===== src/rtl/page_write_seq.sv =====
module page_write_seq #(
  parameter int ADDR_W     = 13,
  parameter int PAGE_BITS  = 5,
  parameter int CYCLE_CLKS = 64
) (
  input  logic              clk,
  input  logic              rst_n,
  input  logic              wcmd_start,
  input  logic [ADDR_W-1:0] wcmd_addr,
  input  logic              wr_permit,
  input  logic              data_vld,
  input  logic [7:0]        data_byte,
  input  logic              cs_rise,
  input  logic              bit_aligned,
  input  logic [7:0]        status_in,
  output logic              mem_we,
  output logic [ADDR_W-1:0] mem_addr,
  output logic [7:0]        mem_wdata,
  output logic              busy,
  output logic              wel_clr,
  output logic [7:0]        status_out
);
  localparam int PAGE = 1 << PAGE_BITS;
  localparam int TW   = $clog2(CYCLE_CLKS + 1);

  typedef enum logic [1:0] {S_IDLE, S_FILL, S_PROG} st_t;

  st_t                       state;
  logic [ADDR_W-1:PAGE_BITS] page_q;
  logic [PAGE_BITS-1:0]      ptr;
  logic [PAGE-1:0]           mask;
  logic [7:0]                pbuf [PAGE];
  logic [TW-1:0]             timer;

  wire                 take_byte = (state == S_FILL) && !cs_rise && data_vld;
  wire [PAGE_BITS-1:0] scan      = timer[PAGE_BITS-1:0];
  wire                 in_scan   = (state == S_PROG) && (timer < TW'(PAGE));
  wire                 last_tick = (state == S_PROG) && (timer == TW'(CYCLE_CLKS - 1));

  always_ff @(posedge clk or negedge rst_n) begin
    if (!rst_n) begin
      state  <= S_IDLE;
      page_q <= '0;
      ptr    <= '0;
      mask   <= '0;
      timer  <= '0;
    end else begin
      case (state)
        S_IDLE:
          if (wcmd_start && wr_permit) begin
            state  <= S_FILL;
            page_q <= wcmd_addr[ADDR_W-1:PAGE_BITS];
            ptr    <= wcmd_addr[PAGE_BITS-1:0];
            mask   <= '0;
          end
        S_FILL:
          if (cs_rise) begin
            timer <= '0;
            if (bit_aligned && |mask) state <= S_PROG;
            else begin
              state <= S_IDLE;
              mask  <= '0;
            end
          end else if (data_vld) begin
            mask[ptr] <= 1'b1;
            ptr       <= ptr + 1'b1;
          end
        S_PROG:
          if (last_tick) begin
            state <= S_IDLE;
            mask  <= '0;
            timer <= '0;
          end else begin
            timer <= timer + 1'b1;
          end
        default: state <= S_IDLE;
      endcase
    end
  end

  always_ff @(posedge clk) begin
    if (take_byte) pbuf[ptr] <= data_byte;
  end

  assign mem_we     = in_scan && mask[scan];
  assign mem_addr   = {page_q, scan};
  assign mem_wdata  = pbuf[scan];
  assign busy       = (state == S_PROG);
  assign wel_clr    = last_tick;
  assign status_out = busy ? 8'hFF : status_in;
endmodule


===== config.mk =====
export PLATFORM = sky130hd
export DESIGN_NAME = page_write_seq
export DESIGN_NICKNAME = d
export VERILOG_FILES = /design/src/rtl/page_write_seq.sv
export SDC_FILE = /design/constraint.sdc
export NUM_CORES = 1
export LEC_CHECK = 0
export ABC_AREA = 0
export BUFFER_PORTS_ARGS = -buffer_cell sky130_fd_sc_hd__buf_2
export CAP_MARGIN = 10
export CORE_ASPECT_RATIO = 0.8
export CORE_MARGIN = 2
export CORE_UTILIZATION = 40
export CTS_BUF_LIST = sky130_fd_sc_hd__clkbuf_2 sky130_fd_sc_hd__clkbuf_4 sky130_fd_sc_hd__clkbuf_8
export DETAILED_ROUTE_END_ITERATION = 10
export PLACE_DENSITY_LB_ADDON = 0.15
export RECOVER_POWER = 100
export SYNTH_ARGS = -nofsm -noshare
export SYNTH_HDL_FRONTEND = slang
export SYNTH_SLANG_ARGS = --single-unit

===== constraint.sdc =====
create_clock -name clk -period 6.33 [get_ports clk]
set_clock_uncertainty 0.2 [all_clocks]
set_input_delay 0.9495 -clock clk [delete_from_list [all_inputs] [get_ports clk]]
set_output_delay 0.9495 -clock clk [all_outputs]
set_load 0.005 [all_outputs]

After elaboration in Yosys (flattened, before gate mapping)
Memory sizes are Yosys's and may differ from the RTL's.
Index checks and enable logic that the tools add are counted.
{"block": "word_totals", "wordCells": 67, "latchBits": 0, "rom_bits": 0, "memories": 1, "ff_bits": 54, "mem_bits_rw": 256}
{"memory": "pbuf", "depth": 32, "width": 8, "rd": 1, "rd_clocked_by_memory_dff": 0, "write_ports": 1, "line": "32", "text": "logic [7:0] pbuf [PAGE];"}
{"block": "op_classes", "n_mul": 0, "div_mod_pow": 0, "shift": 0, "addsub": 2, "reduce_logical": 19, "eq_ne": 10, "magnitude_cmp": 4, "n_bitwise": 1, "muxes": 25}
{"op": "2-to-1 mux 32 bit", "count": 5}
{"op": "case mux 32 bit (3 select lines)", "count": 1}
{"op": "bitwise OR 32 bit", "count": 1}
{"op": "OR reduction 32 bit", "count": 1}
{"op": "2-to-1 mux 5 bit", "count": 3}
{"op": "2-to-1 mux 7 bit", "count": 2}
{"op": "case mux 7 bit (2 select lines)", "count": 1}
{"op": "less-than comparator 5 x 6 -> 1 bit, second input constant", "count": 2}
{"op": "case mux 5 bit (2 select lines)", "count": 1}
{"op": "logical AND 1 bit", "count": 8}
{"op": "2-to-1 mux 2 bit", "count": 4}
{"op": "2-to-1 mux 8 bit", "count": 1}
{"op": "!= test 2 bit, second input constant", "count": 4}
{"op": "adder 7 x 1 -> 7 bit, second input constant", "count": 1}
{"op": "equality test 7 x 6 -> 1 bit, second input constant", "count": 1}
{"op": "less-than comparator 7 x 6 -> 1 bit, second input constant", "count": 1}
{"op": "!= test 3 bit, second input constant", "count": 2}
{"op": "case mux 2 bit (3 select lines)", "count": 1}
{"op": "adder 5 x 1 -> 5 bit, second input constant", "count": 1}
{"op": "binary-select mux 1 bit (select 5 bit)", "count": 1}
{"op": "demux 1 bit (select 5 bit)", "count": 1}
{"op": ">= comparator 5 x 1 -> 1 bit, second input constant", "count": 1}
{"op": "AND reduction 5 bit", "count": 1}
{"op": "2-to-1 mux 1 bit", "count": 4}
{"op": "other kinds (10)", "count": 12}

Depth between registers and ports, before layout
{"block": "depth", "ltp_word": 8, "mapped_depth": 8, "mapped_depth_nobuf": 6}

Worst setup path after synthesis
Ideal clock, no wire load.
{"block": "synth_path", "path_type": "reg-to-output", "from": "register timer[0]", "to": "output mem_we", "path_slack_ps": 3466, "path_stages_with_launch": 6, "path_buffers": 1, "arrival_time_ps": 1715, "path_cell_list": "dfrtp_1 > buf_6 > mux4_1 > nor2_1 > a2111o_1 > a2111oi_2"}
{"block": "synth_between", "elab_chain_cells": 3, "word_cells_on_any_way": 5, "cone_classes": "order compare (1); mux (2); reduce/logical (2)"}
{"item": "from (decl)", "line": "33", "text": "logic [TW-1:0] timer;"}
{"item": "from (signal assigned)", "line": "74", "text": "timer <= timer + 1'b1;"}
{"item": "binary-select mux 1 bit (select 5 bit) / less-than comparator 7 x 6 -> 1 bit (equally long branches)", "line": "85, 37"}
{"item": "2-to-1 mux 1 bit (implied by the code) / logical AND 1 bit (equally long branches)", "line": "85, 37"}
{"item": "logical AND 1 bit (*)", "line": "85", "text": "assign mem_we = in_scan && mask[scan];"}
{"item": "to (decl)", "line": "16", "text": "output logic mem_we,"}
Mark *: on every way between the ends. The rest lies on a longest branch, timed or not. The select of a mux whose other input is x is not followed.

Final worst setup path
{"block": "layout_path", "from": "register timer[2]", "to": "output mem_wdata[3]"}
{"block": "layout_between", "elab_chain_cells": 1}
{"item": "memory (32 x 8 bit)"}
{"item": "to (decl)", "line": "18", "text": "output logic [7:0] mem_wdata,"}
No other way between the ends.

==> metrics.txt <==
VDD IR max=215 uV; status=finished, violations left; M1 wire length=approximately 14000 um; Req. time, crit path=roughly 5.2 ns; Final GP Congestion=between 0.8 and 0.9; Achievable Freq=a little under 0.2 GHz; ys flop type=edfxtp_1; TNS Setup=0 ns; EDFF count, synth=256; Slowest cell on crit path=dfrtp_1; delay-heaviest family, CP=flip-flops; CTS Hold Buffers Added=0; WL met2=roughly 15000 um; top cells by count, synth=edfxtp_1 (256), nor2_1 (76), mux4_2 (67); asr flop ratio synth=0.174; clock root buffer=clkbuf_8; Mean Syn Cell Area=approximately 18 um2; cts bufs inserted=50; cell count after synthesis=around 720; clock tree from TritonCTS=yes; Seq cells post-synth=between 300 and 400; postcts setup bufs=0; worst reg2reg setup slack=1.71 ns; Die Y=~160 um; max-cap violation count=3; Final Hold Vio Count=0; DR iter-0 viols=683; Row Count=between 50 and 60; Die Area=~0.034 mm2; initial core utilization=0.408; vias in the first global route=7130; critical path's largest stage delay=1.23 ns; dominant cells by area after synthesis=edfxtp_1 (60%), mux4_2 (12%), dfrtp_1 (11%), mux2i_1 (2.6%), nor2_1 (2.2%); CP Capture Type=output port; IO Count=68; Synth area leader=edfxtp_1; Ys Warns=0; Worst Setup Start Kind=flip-flop; All-Layer GR Usage=0.190; share of cells above drive strength 1=0.241; post-route ant nets=0; syn_nets=roughly 760; area of the mapped netlist=around 0.013 mm2; largest net degree at the start of global routing=55; IO Port Bufs=67; Vias=7133; Worst-Margin Slew=~3.0 ns; Min-Delay Path Class=reg2reg; drt drc=0; fillers=about 2700; clk slew on worst S/H paths=approximately 0.060 ns; P_leak=about 4.8 nW; Resized cells post-CTS=0; n_diodes=0; Vias/cell=5.68; initial antenna violation count=0; crit path cell chain=clkbuf_2 > mux4_2 > mux2i_1 > a221oi_1 > clkbuf_1; min Tclk post-route=5.06 ns; pre-CTS WS=~2.3 ns; most frequent cell after synthesis=edfxtp_1; routed len/inst=about 25 um; Slew HR=-0.979; CTS H-tree depth=2; Final #Nets=839; first-pass GRT wire length=~47000 um; Period Utilization, post-route=0.799; max-slew violation count=around 120; distinct cell type count after synthesis=47; Final WS setup=1.27 ns; Final Util=0.457; share of the synthesized area in the top cell type=0.598; drt total wl=about 30000 um; Arrival @ worst endpoint=between 3 and 4 ns; Initial DRT Pass Iterations=5; Max Used Layer=met4; total power draw=roughly 5.5 mW; Sink Count=310; number of buffers and inverters on the critical path=2; Seq/Total Area, Yosys=0.703; Clock Tree Buf Depth=3; post-detail-place hpwl=19400 um; Setup-failing EPs final=0; Power Dens Cells=roughly 380 mW/mm2; CP max FO=30; Die W=between 200 and 250 um; CP Class=reg2out; Placeable Area=about 0.032 mm2; Met3 Wirelength=2030 um; grt ovf=0; Worst-Skew Late Latency=0.58 ns; RSZ-0062 raised after global routing=no; Area Growth Syn to Fin=12.2%; violated checks=capacitance limit, slew limit
[worst reg2reg max path: cells and delay by family (launching register included)]
family	cells	cell delay, ns
AO/OA/AOI/OAI	2	0.78
adder cells (fa/ha/maj)	1	0.33
buffers and inverters	1	0.53
flip-flops	1	1.06
AND/OR/NAND/NOR	3	1.62
[report_power, final]
| group | internal (mW) | switching, mW | total [mW] |
|---|---|---|---|
| clock network | 0.950 | 0.777 | 1.73 |
| registers | 2.33 | 0.211 | 2.54 |
| logic | 0.546 | 0.705 | 1.25 |
| total | 3.82 | 1.69 | 5.52 |
[metal layers]
layer / up-vias / global-route usage
li1: 3076 / -
met4: 0 / 0.0530
met3: 45 / 0.0365
met5: - / 0
met2: 280 / 0.290
met1: 3732 / 0.279
[final timing paths]
kind | depth (start not counted) | start | to
max | 5 | timer[2] | mem_wdata[3]
max reg2reg | 7 | timer[1] | mask[2]
min in group asynchronous | 2 | rst_n | mask[30]
max in group asynchronous | 2 | rst_n | timer[0]
min | 1 | page_q[9] | page_q[9]
min reg2reg | 1 | page_q[9] | page_q[9]
[kinds of logic after synthesis]
group	after synthesis	share of synthesized area
multiplexers	114	0.161
buffers and inverters	57	0.0242
adder cells (fa/ha/maj)	5	0.00486
flip-flops	310	0.703
AND/OR/NAND/NOR	152	0.0547
AO/OA/AOI/OAI	85	0.0526
[state kept, by name (all words and copies together), names as in the netlist]
| signal | cells |
|---|---|
| mask | 32 |
| state | 2 |
| timer | 7 |
| pbuf | 256 |
| page_q | 8 |
| ptr | 5 |
[stage by stage]
step | instances | instance area [um2] | hold slack [ns]
after floorplan | 723 | 12900 | 0.280
after global placement | 1166 | 13500 | 0.292
after detailed placement | 1166 | 13500 | 0.307
after CTS | 1255 | 14500 | 0.301
after global routing | 1255 | 14400 | 0.339
final | 1255 | 14400 | 0.317
[placed cells by master (no fill, tap or decap), types with 5 or more instances in the layout]
| cell type | count |
|---|---|
| nor4_1 | 8 |
| clkbuf_1 | 32 |
| buf_4 | 5 |
| mux2_2 | 9 |
| nand3_1 | 6 |
| mux4_2 | 67 |
| nand2b_1 | 16 |
| a21oi_1 | 11 |
| inv_1 | 5 |
| clkinv_1 | 12 |
| buf_2 | 37 |
| clkbuf_4 | 13 |
| ha_1 | 5 |
| a22o_1 | 9 |
| nor2_1 | 76 |
| nor2b_1 | 7 |
| clkbuf_8 | 51 |
| edfxtp_1 | 256 |
| dfrtp_1 | 53 |
| nand2_1 | 21 |
| a41oi_1 | 31 |
| a221oi_1 | 8 |
| mux2i_1 | 33 |
| clkinv_2 | 8 |
| mux4_1 | 5 |
| o21ai_0 | 5 |
[layout make-up]
type	instances	area, um2	area share
clock inverter	25	193	0.0133
multi-input combinational	356	3510	0.243
sequential	310	9040	0.626
tap	420	526	0.0364
timing repair buffer	75	348	0.0241
inverter	5	18.8	0.00130
clock buffer	64	800	0.0554
(Power assumes the default switching activity.)
